<file path="config.mk">
export PLATFORM = sky130hd
export DESIGN_NAME = mstimer_bank
export DESIGN_NICKNAME = d
export VERILOG_FILES = /design/src/rtl/mstimer_pkg.sv /design/src/rtl/mstimer_regs.sv /design/src/rtl/mstimer_count.sv /design/src/rtl/mstimer_bank.sv
export SDC_FILE = /design/constraint.sdc
export NUM_CORES = 1
export LEC_CHECK = 0
export CAP_MARGIN = 20
export CORE_MARGIN = 5
export CORE_UTILIZATION = 50
export DETAILED_ROUTE_END_ITERATION = 10
export PLACE_DENSITY = 0.74
export RECOVER_POWER = 100
export SLEW_MARGIN = 40
export SYNTH_ARGS = -nofsm -noshare
export SYNTH_HDL_FRONTEND = slang
export SYNTH_SLANG_ARGS = --single-unit
</file>
<file path="constraint.sdc">
create_clock -name clk -period 2.1 [get_ports clk]
set_input_delay 0.63 -clock clk [delete_from_list [all_inputs] [get_ports clk]]
set_output_delay 0.63 -clock clk [all_outputs]
set_load 0.02 [all_outputs]
</file>
<file path="src/rtl/mstimer_pkg.sv">
package mstimer_pkg;
   localparam int BUS_W  = 8;
   localparam int ADDR_W = 3;
   localparam int BANK_W = 2;
   localparam int BSEL_LSB = BUS_W - BANK_W;

   localparam logic [ADDR_W-1:0] OFF_TCTL = 3'd2;
   localparam logic [ADDR_W-1:0] OFF_VER  = 3'd2;
   localparam logic [ADDR_W-1:0] OFF_BSEL = 3'd3;
   localparam logic [ADDR_W-1:0] OFF_RLO  = 3'd4;
   localparam logic [ADDR_W-1:0] OFF_RHI  = 3'd5;

   typedef enum logic [BANK_W-1:0] {
      BANK_TMR = 2'd0,
      BANK_CFG = 2'd1,
      BANK_AUX2 = 2'd2,
      BANK_AUX3 = 2'd3
   } bank_e;

   localparam int TCTL_EN_BIT   = 0;
   localparam int TCTL_FLAG_BIT = 1;
endpackage

</file>
<file path="src/rtl/mstimer_regs.sv">
module mstimer_regs
   import mstimer_pkg::*;
#(
   parameter int CNT_W = 12,
   parameter logic [BUS_W-1:0] VERSION = 8'h10
) (
   input  logic              clk,
   input  logic              rst_n,
   input  logic [ADDR_W-1:0] addr,
   input  logic              wr_en,
   input  logic [BUS_W-1:0]  wr_data,
   input  logic              flag_i,
   output logic [BUS_W-1:0]  rd_data,
   output logic [BANK_W-1:0] bank_o,
   output logic              en_o,
   output logic              load_o,
   output logic              clr_o,
   output logic [CNT_W-1:0]  reload_o
);
   localparam int HI_W = CNT_W - BUS_W;

   bank_e             bank_q;
   logic              en_q;
   logic [BUS_W-1:0]  rlo_q;
   logic [HI_W-1:0]   rhi_q;
   logic [BUS_W-1:0]  rhi_rd;

   logic wr_bsel, wr_tctl, wr_rlo, wr_rhi;

   assign wr_bsel = wr_en && (addr == OFF_BSEL);
   assign wr_tctl = wr_en && (bank_q == BANK_TMR) && (addr == OFF_TCTL);
   assign wr_rlo  = wr_en && (bank_q == BANK_CFG) && (addr == OFF_RLO);
   assign wr_rhi  = wr_en && (bank_q == BANK_CFG) && (addr == OFF_RHI);

   assign load_o = wr_tctl && wr_data[TCTL_EN_BIT] && !en_q;
   assign clr_o  = wr_tctl && wr_data[TCTL_FLAG_BIT];

   always_ff @(posedge clk or negedge rst_n) begin
      if (!rst_n) begin
         bank_q <= BANK_TMR;
         en_q   <= 1'b0;
         rlo_q  <= '0;
         rhi_q  <= '0;
      end else begin
         if (wr_bsel) bank_q <= bank_e'(wr_data[BUS_W-1:BSEL_LSB]);
         if (wr_tctl) en_q   <= wr_data[TCTL_EN_BIT];
         if (wr_rlo)  rlo_q  <= wr_data;
         if (wr_rhi)  rhi_q  <= wr_data[HI_W-1:0];
      end
   end

   generate
      if (HI_W == BUS_W) begin : g_hi_full
         assign rhi_rd = rhi_q;
      end else begin : g_hi_pad
         assign rhi_rd = {{(BUS_W-HI_W){1'b0}}, rhi_q};
      end
   endgenerate

   always_comb begin
      rd_data = '0;
      if (addr == OFF_BSEL) begin
         rd_data[BUS_W-1:BSEL_LSB] = bank_q;
      end else begin
         unique case (bank_q)
            BANK_TMR: begin
               if (addr == OFF_TCTL) begin
                  rd_data[TCTL_EN_BIT]   = en_q;
                  rd_data[TCTL_FLAG_BIT] = flag_i;
               end
            end
            BANK_CFG: begin
               if (addr == OFF_VER)      rd_data = VERSION;
               else if (addr == OFF_RLO) rd_data = rlo_q;
               else if (addr == OFF_RHI) rd_data = rhi_rd;
            end
            default: rd_data = '0;
         endcase
      end
   end

   assign bank_o   = bank_q;
   assign en_o     = en_q;
   assign reload_o = {rhi_q, rlo_q};
endmodule

</file>
<file path="src/rtl/mstimer_count.sv">
module mstimer_count #(
   parameter int CNT_W    = 12,
   parameter bit SET_WINS = 1'b1
) (
   input  logic             clk,
   input  logic             rst_n,
   input  logic             tick,
   input  logic             en,
   input  logic             load,
   input  logic             clr,
   input  logic [CNT_W-1:0] reload,
   output logic [CNT_W-1:0] cnt_o,
   output logic             flag_o
);
   localparam logic [CNT_W-1:0] ONE = CNT_W'(1);

   logic [CNT_W-1:0] cnt_q, cnt_d;
   logic             flag_q, flag_d;
   logic             step, expire;

   assign step   = en && tick && !load;
   assign expire = step && (cnt_q == ONE);

   always_comb begin
      cnt_d = cnt_q;
      if (load)
         cnt_d = reload;
      else if (step)
         cnt_d = (cnt_q <= ONE) ? reload : cnt_q - ONE;
   end

   generate
      if (SET_WINS) begin : g_set_first
         assign flag_d = expire ? 1'b1 : (clr ? 1'b0 : flag_q);
      end else begin : g_clr_first
         assign flag_d = clr ? 1'b0 : (expire ? 1'b1 : flag_q);
      end
   endgenerate

   always_ff @(posedge clk or negedge rst_n) begin
      if (!rst_n) begin
         cnt_q  <= '0;
         flag_q <= 1'b0;
      end else begin
         cnt_q  <= cnt_d;
         flag_q <= flag_d;
      end
   end

   assign cnt_o  = cnt_q;
   assign flag_o = flag_q;
endmodule

</file>
<file path="src/rtl/mstimer_bank.sv">
module mstimer_bank
   import mstimer_pkg::*;
#(
   parameter int CNT_W = 12,
   parameter logic [BUS_W-1:0] VERSION = 8'h10,
   parameter bit SET_WINS = 1'b1
) (
   input  logic              clk,
   input  logic              rst_n,
   input  logic [ADDR_W-1:0] addr,
   input  logic              wr_en,
   input  logic [BUS_W-1:0]  wr_data,
   input  logic              tick_ms,
   output logic [BUS_W-1:0]  rd_data,
   output logic              tmr_flag
);
   generate
      if (CNT_W <= BUS_W || CNT_W > 2*BUS_W) begin : g_bad_width
         $error("mstimer_bank: CNT_W must be in 9..16");
      end
   endgenerate

   logic              en_w, load_w, clr_w, flag_w;
   logic [BANK_W-1:0] bank_w;
   logic [CNT_W-1:0]  reload_w, cnt_w;

   mstimer_regs #(.CNT_W(CNT_W), .VERSION(VERSION)) i_regs (
      .clk      (clk),
      .rst_n    (rst_n),
      .addr     (addr),
      .wr_en    (wr_en),
      .wr_data  (wr_data),
      .flag_i   (flag_w),
      .rd_data  (rd_data),
      .bank_o   (bank_w),
      .en_o     (en_w),
      .load_o   (load_w),
      .clr_o    (clr_w),
      .reload_o (reload_w)
   );

   mstimer_count #(.CNT_W(CNT_W), .SET_WINS(SET_WINS)) i_count (
      .clk    (clk),
      .rst_n  (rst_n),
      .tick   (tick_ms),
      .en     (en_w),
      .load   (load_w),
      .clr    (clr_w),
      .reload (reload_w),
      .cnt_o  (cnt_w),
      .flag_o (flag_w)
   );

   assign tmr_flag = flag_w;
endmodule

</file>
---- Yosys cells after proc, flatten, opt, wreduce, memory -nomap -nowiden ----
Index checks and enable logic that the tools add are counted.
cells by class
  add/sub/neg operators ................... 1
  multiply operators ...................... 0
  divide/modulo/power cells ............... 0
  $lt $le $gt $ge ......................... 1
  equality and inequality tests ........... 6
  shift-type cells ........................ 0
  muxes and demuxes ....................... 13
  bitwise gates (word level) .............. 0
  reductions and logical operators ........ 17
operators by type and width
  operator               count
  $mux 12                3
  $mux 8                 2
  $eq 12x1->1 const B    1
  $le 12x1->1 const B    1
  $logic_and 1x1->1      12
  $mux 6                 2
  $sub 12x1->12 const B  1
  $eq 3x2->1 const B     2
  $eq 3x3->1 const B     2
  $mux 2                 2
  $mux 4                 1
  $pmux 2 s2             1
  $reduce_bool 2->1      2
  $eq 2x1->1 const B     1
  $logic_not 1->1        2
  $logic_not 2->1        1
  $mux 1                 2
word-level totals
  flip-flop bits (word level) ............. 28
  bits in latches ......................... 0
  memory bits (writable) .................. 0
  memory bits (read-only) ................. 0
  output and inout bits ................... 9
  logic and storage cells ................. 44
  memories kept ........................... 0

---- Longest topological paths before layout ----
Gate-level depths: netlist of run 1.
  depth in word-level cells ............... 9
  depth in mapped cells ................... 8

---- Cells and area by module ----
Synthesis of run 1 repeated with hierarchy kept, for this count alone.
unflattened totals
  cell total of the unflattened synthesis .. 167
  area total of the unflattened synthesis .. 1764.2 sq um
modules (own cells, without submodules)
  module         times used  cells each  area each (sq um)  seq. area each (sq um)
  mstimer_count  1           103         947.2              325.3
  mstimer_regs   1           64          817.0              375.4

---- Worst setup path before layout of run 1 ----
Ideal clock, no wire load.
  path type ............................... in2out
  from .................................... in addr[0]
  to ...................................... out rd_data[0]
  data arrival time ....................... 1.563 ns
  data required time ...................... 1.470 ns
  slack ................................... -0.093 ns
  stages on the path ...................... 3
  buffers on the path ..................... 1
  cells stage by stage .................... buf_1 > mux2i_1 > o21ai_0
between the ends
  longest elaborated chain between the ends .. 6
ends and longest elaborated chain
  what                RTL line            text
  start: declaration  mstimer_bank.sv:10  input logic [ADDR_W-1:0] addr,
  $eq 3x3->1          mstimer_regs.sv:75  else if (addr == OFF_RHI) rd_data = rhi_rd;
  $mux 4              mstimer_regs.sv:75
  $mux 8              mstimer_regs.sv:74  else if (addr == OFF_RLO) rd_data = rlo_q;
  $mux 8              mstimer_regs.sv:73  if (addr == OFF_VER) rd_data = VERSION;
  $pmux 2 s2          mstimer_regs.sv:65  unique case (bank_q)
  $mux 6 (*)          mstimer_regs.sv:62  if (addr == OFF_BSEL) begin
  end: declaration    mstimer_bank.sv:14  output logic [BUS_W-1:0] rd_data,
Mark *: on every way between the ends. The rest lies on a longest branch, timed or not.

---- Final worst setup path of run 1 ----
  from .................................... reg i_regs.bank_q[1] (netlist: i_regs.bank_o[1])
  to ...................................... out rd_data[0]
between the ends
  longest elaborated chain between the ends .. 3
ends and longest elaborated chain
  what                                                  RTL line            text
  start: declaration                                    mstimer_regs.sv:22  bank_e bank_q;
  start signal: assignment                              mstimer_regs.sv:45  if (wr_bsel) bank_q <= bank_e'(wr_data[BUS_W-1:BSEL_LSB]);
  $eq 2x1->1 / $logic_not 2->1 (equally long branches)  mstimer_regs.sv:65
  $pmux 2 s2 (*)                                        mstimer_regs.sv:65
  $mux 6 (*)                                            mstimer_regs.sv:62
Marked as above.

==> metrics.txt, run 1 <==
Pre-antenna DRT Iters=4; post-synthesis compound-gate area fraction=approximately an eighth; Die Area=4660 um^2; max-capacitance violation count=0; static leakage power=approximately 0.001 uW; number of antenna violations at the first check in global routing=0; Cell Rows=21; violation count after the first detailed-routing iteration=58; total congestion overflow after global routing=0; Reg2Reg Depth=7; count of port buffers added during placement=23; share of total power consumed by net switching=between 30 and 40%; share of synthesized area occupied by flip-flops and latches=between 40% and 50%; proportion of power drawn by flip-flops and latches=51.6%; Sum Neg Setup Slack=-0.685 ns; share of power burned in the clock network=between 10% and 20%; pin count of the biggest net entering global routing=29; outcome=finished, violations left; post-place instance area=roughly 2100 um^2; number of antenna repair diodes=0; quantity of hold-fixing buffers added after cts=0; count of warnings emitted by yosys=0; final routed DRC violation total=0; die span in x=approximately 68 um; critical path arrival=~1.6 ns; number of nets in the final layout=roughly 230; Setup Viol. Count Final=7; Layout Cell Area excl Fill=~2200 um^2; area fraction in and, or, nand and nor cells after synthesis=23.6%; area of the core=3310 um^2; cell internal pwr=1070 uW; xor-xnor portion of the synthesized cell area=0%; WL final=4410 um; number of enable-type register cells in the synthesized netlist=0; Area growth syn-to-layout=31.7%; count of boundary I/O pins=24; final cell utilization of the core=just under 70%; number of nets with antenna violations after routing=0; instance count along the most critical hold path=2; Final Non-Filler Cells=around 260; post-route minimum period=about 2.3 ns; count of final hold-check violations=0; Clock Latency Late Sink=0.33 ns; Placed Instances=between 200 and 250; Clock Tree Buf Depth=2; aggregate global-route resource usage=21.2%; M3 GR Usage=2.13%; worst-margin pin slew=approximately 0.72 ns; final HPWL from detailed placement=between 3000 and 4000 um; Peak Freq=0.442 GHz; power share of the combinational group=between 30% and 40%; predominant post-synthesis flop cell=sky130_fd_sc_hd__dfrtp_1; cell chain of the critical path=buf_6 > nor4b_4 > nor2b_4 > nand2_1 > o21ai_1 > buf_4; worst setup slack after layout=-0.162 ns; category of cells accounting for the largest share of critical-path delay=simple AND/OR/NAND/NOR gates; met2 Track Usage GR=37.2%; post-synthesis instance area=~1700 um^2; Clk Tree Root Cell=sky130_fd_sc_hd__clkbuf_4; post-synthesis sequential element count=28; stage delay of the slowest cell on the critical path=around 0.42 ns; hold crit path type=flip-flop to flip-flop; global-route wire length before repair=around 7300 um; CTS buffer count=3; main combinational cell family by area after synthesis=simple AND/OR/NAND/NOR gates; headroom to the max-slew limit=between 50 and 60%; global route hottest layer=met2; unrepaired setup endpoints after global routing=yes; final clock period utilization by the worst path=108%; worst-path maximum fanout=4; critical-path cell with the highest stage delay=sky130_fd_sc_hd__dfrtp_1; net switching component of the power=between 600 and 700 uW; GP Congestion=0.864; syn_nets=182; gate count after technology mapping=between 150 and 200; clock transition at the registers of the reported paths=about 0.15 ns; Buf+Inv Stages, Crit Path=2; number of different library cells in the post-synthesis netlist=between 40 and 50; starting utilization of the core area=between 50% and 60%; Vias=~1500; type of the worst setup path=flip-flop to output port; Worst EP required=about 1.5 ns; post-detailed-route via-to-cell ratio=5.68; area share of fa/ha/maj cells after synthesis=1.48%; stages on the worst setup path=6; proportion of layout cells with a drive suffix above 1=35.3%; Clock Sinks=28; async set-or-reset flop fraction in the synthesized netlist=100%; vias in the first global route=approximately 1500; worst setup skew after layout=just over 0.006 ns; Die Height=68.2 um; deepest level of the CTS H-tree=1; per-cell routed wire length=approximately 17 um; met1 track demand over resource=about 27%; clock tree from TritonCTS=done; peak supply drop=about 0.00056 V; number of pins exceeding their max-slew limit in the final report=0; power per standard cell area=about 750 nW/um^2; Worst Setup Start Kind=flip-flop; share of synthesized area spent on multiplexers=~16%; element type at the critical path end=output port; failing checks=setup timing; average cell area after synthesis=about 10 um^2
[cells in the mapped netlist (2+ instances only)]
cell type	instances	share of area, %
sky130_fd_sc_hd__nand3b_1	2	0.89
sky130_fd_sc_hd__o21ai_0	8	2.4
sky130_fd_sc_hd__buf_2	2	0.59
sky130_fd_sc_hd__and2_1	2	0.74
sky130_fd_sc_hd__a211oi_1	4	1.8
sky130_fd_sc_hd__a22oi_1	4	1.8
sky130_fd_sc_hd__inv_1	8	1.8
sky130_fd_sc_hd__o22ai_1	2	0.74
sky130_fd_sc_hd__a21oi_1	8	2.4
sky130_fd_sc_hd__mux2_2	15	10
sky130_fd_sc_hd__nor3_1	4	1.2
sky130_fd_sc_hd__ha_1	2	1.5
sky130_fd_sc_hd__nor2b_1	4	1.5
sky130_fd_sc_hd__nand4_1	2	0.74
sky130_fd_sc_hd__and4_1	2	1.0
sky130_fd_sc_hd__nand2_4	2	1.3
sky130_fd_sc_hd__nand3_1	9	2.7
sky130_fd_sc_hd__nor2_1	10	2.2
sky130_fd_sc_hd__dfrtp_1	28	41
sky130_fd_sc_hd__nand2_1	15	3.3
sky130_fd_sc_hd__mux2i_1	11	6.5
[per-layer routing]
layer	part of all wire, %	vias to the layer above
met5	0	-
met4	1.8	0
met3	4.1	8
met2	50	39
met1	44	722
li1	-	714
[path summary, 6_finish.rpt]
| path | startpoint | end | slack (ns) |
|---|---|---|---|
| setup reg to reg | i_regs.bank_o[1]$_DFFE_PN0P_ | i_regs.rlo_q[4]$_DFFE_PN0P_ | 0.20 |
| hold reg to reg | i_regs.rlo_q[1]$_DFFE_PN0P_ | i_count.cnt_o[1]$_DFFE_PN0P_ | 0.56 |
| max in group asynchronous | rst_n | i_count.cnt_o[0]$_DFFE_PN0P_ | 0.74 |
| setup / recovery | i_regs.bank_o[1]$_DFFE_PN0P_ | rd_data[0] | -0.16 |
| min in group asynchronous | rst_n | i_count.cnt_o[8]$_DFFE_PN0P_ | 0.86 |
| hold / removal | i_regs.rlo_q[1]$_DFFE_PN0P_ | i_count.cnt_o[1]$_DFFE_PN0P_ | 0.56 |
[flip-flops by register name, summed over array words and instances, names as in the netlist]
signal	cells
i_regs.bank_o	2
i_regs.rhi_q	4
i_regs.rlo_q	8
i_count.flag_o	1
i_count.cnt_o	12
i_regs.en_o	1
[final cells by class]
class / count / area (um^2)
Clock buffer: 3 / 22.5
Tap cell: 46 / 57.6
Sequential cell: 28 / 702
Inverter: 8 / 30.0
Timing Repair Buffer: 52 / 442
Multi-Input combinational cell: 124 / 980
Fill cell: 276 / 1080
[cells in the final DEF (no fill, tap or decap), types with 4 or more instances in the layout]
| master | synthesis | layout |
|---|---|---|
| sky130_fd_sc_hd__mux2i_1 | 11 | 11 |
| sky130_fd_sc_hd__nor2_1 | 10 | 9 |
| sky130_fd_sc_hd__a22oi_1 | 4 | 4 |
| sky130_fd_sc_hd__inv_1 | 8 | 8 |
| sky130_fd_sc_hd__clkdlybuf4s50_1 | 0 | 10 |
| sky130_fd_sc_hd__nand3_1 | 9 | 9 |
| sky130_fd_sc_hd__dfrtp_1 | 28 | 27 |
| sky130_fd_sc_hd__a211oi_1 | 4 | 4 |
| sky130_fd_sc_hd__buf_4 | 1 | 28 |
| sky130_fd_sc_hd__buf_6 | 0 | 6 |
| sky130_fd_sc_hd__mux2_2 | 15 | 15 |
| sky130_fd_sc_hd__nand2_1 | 15 | 15 |
| sky130_fd_sc_hd__o21ai_0 | 8 | 6 |
| sky130_fd_sc_hd__a21oi_1 | 8 | 8 |
[power groups by stage]
| stage | Sequential (uW) | Combinational, uW | Clock [uW] |
|---|---|---|---|
| 6_report | 870 | 587 | 229 |
| 5_1_grt | 896 | 655 | 260 |
| 4_1_cts | 860 | 570 | 234 |
| 3_5_place_dp | 873 | 543 | 0 |
| 3_3_place_gp | 861 | 517 | 0 |
| 2_1_floorplan | 814 | 374 | 0 |
[logic make-up after synthesis]
| logic type | Yosys count |
|---|---|
| simple gates | 63 |
| buf+inv | 13 |
| mux | 26 |
| compound gates | 33 |
| flops | 28 |
| fa+ha+maj | 2 |
[per-stage QoR]
stage	hold slack, ns	setup WS, ns	total power (uW)
after floorplan	0.334	-0.0328	1190
after global placement	0.506	-1.01	1380
after detailed placement	0.511	-1.03	1420
after CTS	0.547	-0.180	1670
after global routing	0.604	-0.283	1810
final	0.557	-0.162	1690
[worst reg2reg max path, delay by kind of cell (launching register included)]
family / cells / cell delay (ns)
mux: 1 / 0.37
buf+inv: 3 / 0.39
simple gates: 3 / 0.62
flops: 1 / 0.42
[timing repair]
| action | 4_1_cts | 5_1_grt |
|---|---|---|
| pin swaps | 5 | 4 |
| resized for setup | 62 | 12 |
| cloned | 1 | 0 |
| endpoints found under the setup margin | 16 | 9 |
| setup buffers | 7 | 1 |
Power figures use the tool's default switching activity.
==> run 2: changes to the inputs <==
- CAP_MARGIN: 20 -> 0
==> results of run 2 <==
Final layout, timing and power as in run 1 (identical DEF).
==> run 3: changes to the inputs <==
- CORE_MARGIN: 5 -> 8
==> run 3 against run 2 <==
Against the previous run: the flow still finishes with violations (setup timing); critical path depth shrank 1; combinational power grew 0.9%; wire length grew 0.70%; total power shrank 0.30%; via count shrank 0.61%; clock skew grew 0.0023 ns; clock power is essentially flat; global-route usage shrank 4.2 points; fmax grew 0.30%; sequential cell count is the same; highest routed layer unchanged.
==> metrics.txt, run 3 (synthesis results as in run 1) <==
number of flip-flops under the largest register name=12; Peak Freq=roughly 0.44 GHz; global-route wire length before repair=approximately 7300 um; per-cell routed wire length=about 17 um; violation count after the first detailed-routing iteration=97; count of final hold-check violations=0; Worst Setup Start Kind=flip-flop; aggregate global-route resource usage=17.0%; number of antenna repair diodes=0; max-capacitance violation count=0; number of pins exceeding their max-slew limit in the final report=0; worst setup slack after layout=-0.155 ns; starting utilization of the core area=51.6%; Worst EP required=between 1 and 1.5 ns; Max Used Layer=met4; clock transition at the registers of the reported paths=0.15 ns; power share of the combinational group=a little over a third; proportion of power drawn by flip-flops and latches=51.3%; Die Area=between 5000 and 6000 um^2; post-place instance area=around 2100 um^2; type of the worst setup path=flip-flop to output port; proportion of layout cells with a drive suffix above 1=33.0%; Pre-antenna DRT Iters=4; headroom to the max-slew limit=52.3%; Area growth syn-to-layout=30.6%; post-detailed-route via-to-cell ratio=approximately 5.7; Clk Tree Root Cell=sky130_fd_sc_hd__clkbuf_4; area of the core=~3300 um^2; Clock Tree Buf Depth=2; worst-path maximum fanout=5; net switching component of the power=between 600 and 700 uW; deepest level of the CTS H-tree=1; Clock Sinks=28; total congestion overflow after global routing=0; vias in the first global route=1529; hold crit path type=flip-flop to flip-flop; clock tree from TritonCTS=done; final routed DRC violation total=0; most common cell after layout, fill and taps aside=sky130_fd_sc_hd__dfrtp_1; Clock Latency Late Sink=0.33 ns; GP Congestion=a little under 0.9; Cell Rows=21; pin count of the biggest net entering global routing=29; final HPWL from detailed placement=approximately 3300 um; worst setup skew after layout=0.00852 ns; count of port buffers added during placement=23; Vias=around 1500; number of antenna violations at the first check in global routing=0; commonest cells after routing, fill and taps aside=28 x sky130_fd_sc_hd__dfrtp_1, 23 x sky130_fd_sc_hd__buf_4, 15 x sky130_fd_sc_hd__nand2_1, 15 x sky130_fd_sc_hd__mux2_2, 11 x sky130_fd_sc_hd__mux2i_1; final clock period utilization by the worst path=107%; CTS buffer count=3; final cell utilization of the core=67.4%; area occupied by registers=between 700 and 800 um^2; worst-margin pin slew=0.715 ns; critical path arrival=1.63 ns; quantity of hold-fixing buffers added after cts=0; setup slack, reg-to-reg=around 0.17 ns; Setup Viol. Count Final=7; failing checks=setup timing; share of total power consumed by net switching=around 37%; number of nets in the final layout=around 230; number of nets with antenna violations after routing=0; die span in x=approximately 74 um; share of power burned in the clock network=between 10 and 15%; detailed-routing wirelength on met1=around 1900 um; element type at the critical path end=output port; post-route minimum period=around 2.3 ns; DR WL met2=between 2000 and 2500 um; unrepaired setup endpoints after global routing=yes; footprint of the multi-input gates=approximately 1000 um^2; count of fill cells added during filler insertion=between 200 and 300; power per standard cell area=approximately 760 nW/um^2; WL final=4440 um; Layout Cell Area excl Fill=2210 um^2; cell internal pwr=1060 uW; peak supply drop=0.000455 V; count of boundary I/O pins=24; static leakage power=0.000977 uW; Routed met3 length=around 160 um; Die Height=74.2 um; outcome=finished, violations left
[run 3: power groups by stage]
stage	clock network (uW)	logic (uW)	registers, uW
final	226	592	863
after global routing	258	652	891
after CTS	227	584	863
after detailed placement	0	554	874
after global placement	0	523	861
after floorplan	0	374	814
[run 3: cell type report]
class,count,share of cell area (%)
multi-input cells,124,44.0
flip-flops and latches,28,31.6
repair buffers,49,19.4
well taps,46,2.60
inverters,8,1.36
clock buffers,3,1.02
[run 3: routing by layer]
layer,GRT usage (%),vias to the layer above
met5,0,-
met4,5.22,0
met3,2.16,4
met2,29.1,39
met1,21.7,726
li1,-,705
[run 3: worst paths after layout]
path                                                endpoint  cells after the start                          from
worst max-delay path                              rd_data[5]                      5  i_regs.bank_o[1]$_DFFE_PN0P_
worst min-delay path            i_count.cnt_o[1]$_DFFE_PN0P_                      2   i_regs.rlo_q[1]$_DFFE_PN0P_
worst max register to register  i_count.cnt_o[0]$_DFFE_PN0P_                      7  i_count.cnt_o[0]$_DFFE_PN0P_
worst min register to register  i_count.cnt_o[1]$_DFFE_PN0P_                      2   i_regs.rlo_q[1]$_DFFE_PN0P_
max in group asynchronous       i_count.cnt_o[1]$_DFFE_PN0P_                      2                         rst_n
min in group asynchronous       i_count.cnt_o[7]$_DFFE_PN0P_                      2                         rst_n
[run 3: per-stage QoR]
step           power [uW]  worst slack, ns  hold WS, ns  TNS, ns  cells
5_1_grt              1800           -0.263        0.579    -1.28    258
2_1_floorplan        1190          -0.0328        0.334  -0.0328    165
3_3_place_gp         1380            -1.01        0.512   -13.61    248
6_report             1680           -0.155        0.549   -0.717    258
4_1_cts              1670           -0.146        0.547   -0.627    257
3_5_place_dp         1430            -1.02        0.508   -14.85    248
[run 3: worst max-delay path: stages, from the launching register on]
cell	delay [ns]
sky130_fd_sc_hd__dfrtp_1	0.42
sky130_fd_sc_hd__buf_4	0.15
sky130_fd_sc_hd__nand2b_1	0.19
sky130_fd_sc_hd__nor3b_4	0.24
sky130_fd_sc_hd__and2_1	0.16
sky130_fd_sc_hd__buf_4	0.14
[run 3: timing repair]
action | CTS | global route
buffers inserted | 5 | 1
resized for setup | 66 | 4
endpoints found under the setup margin | 20 | 7
gates cloned | 1 | 0
pin swaps | 4 | 0
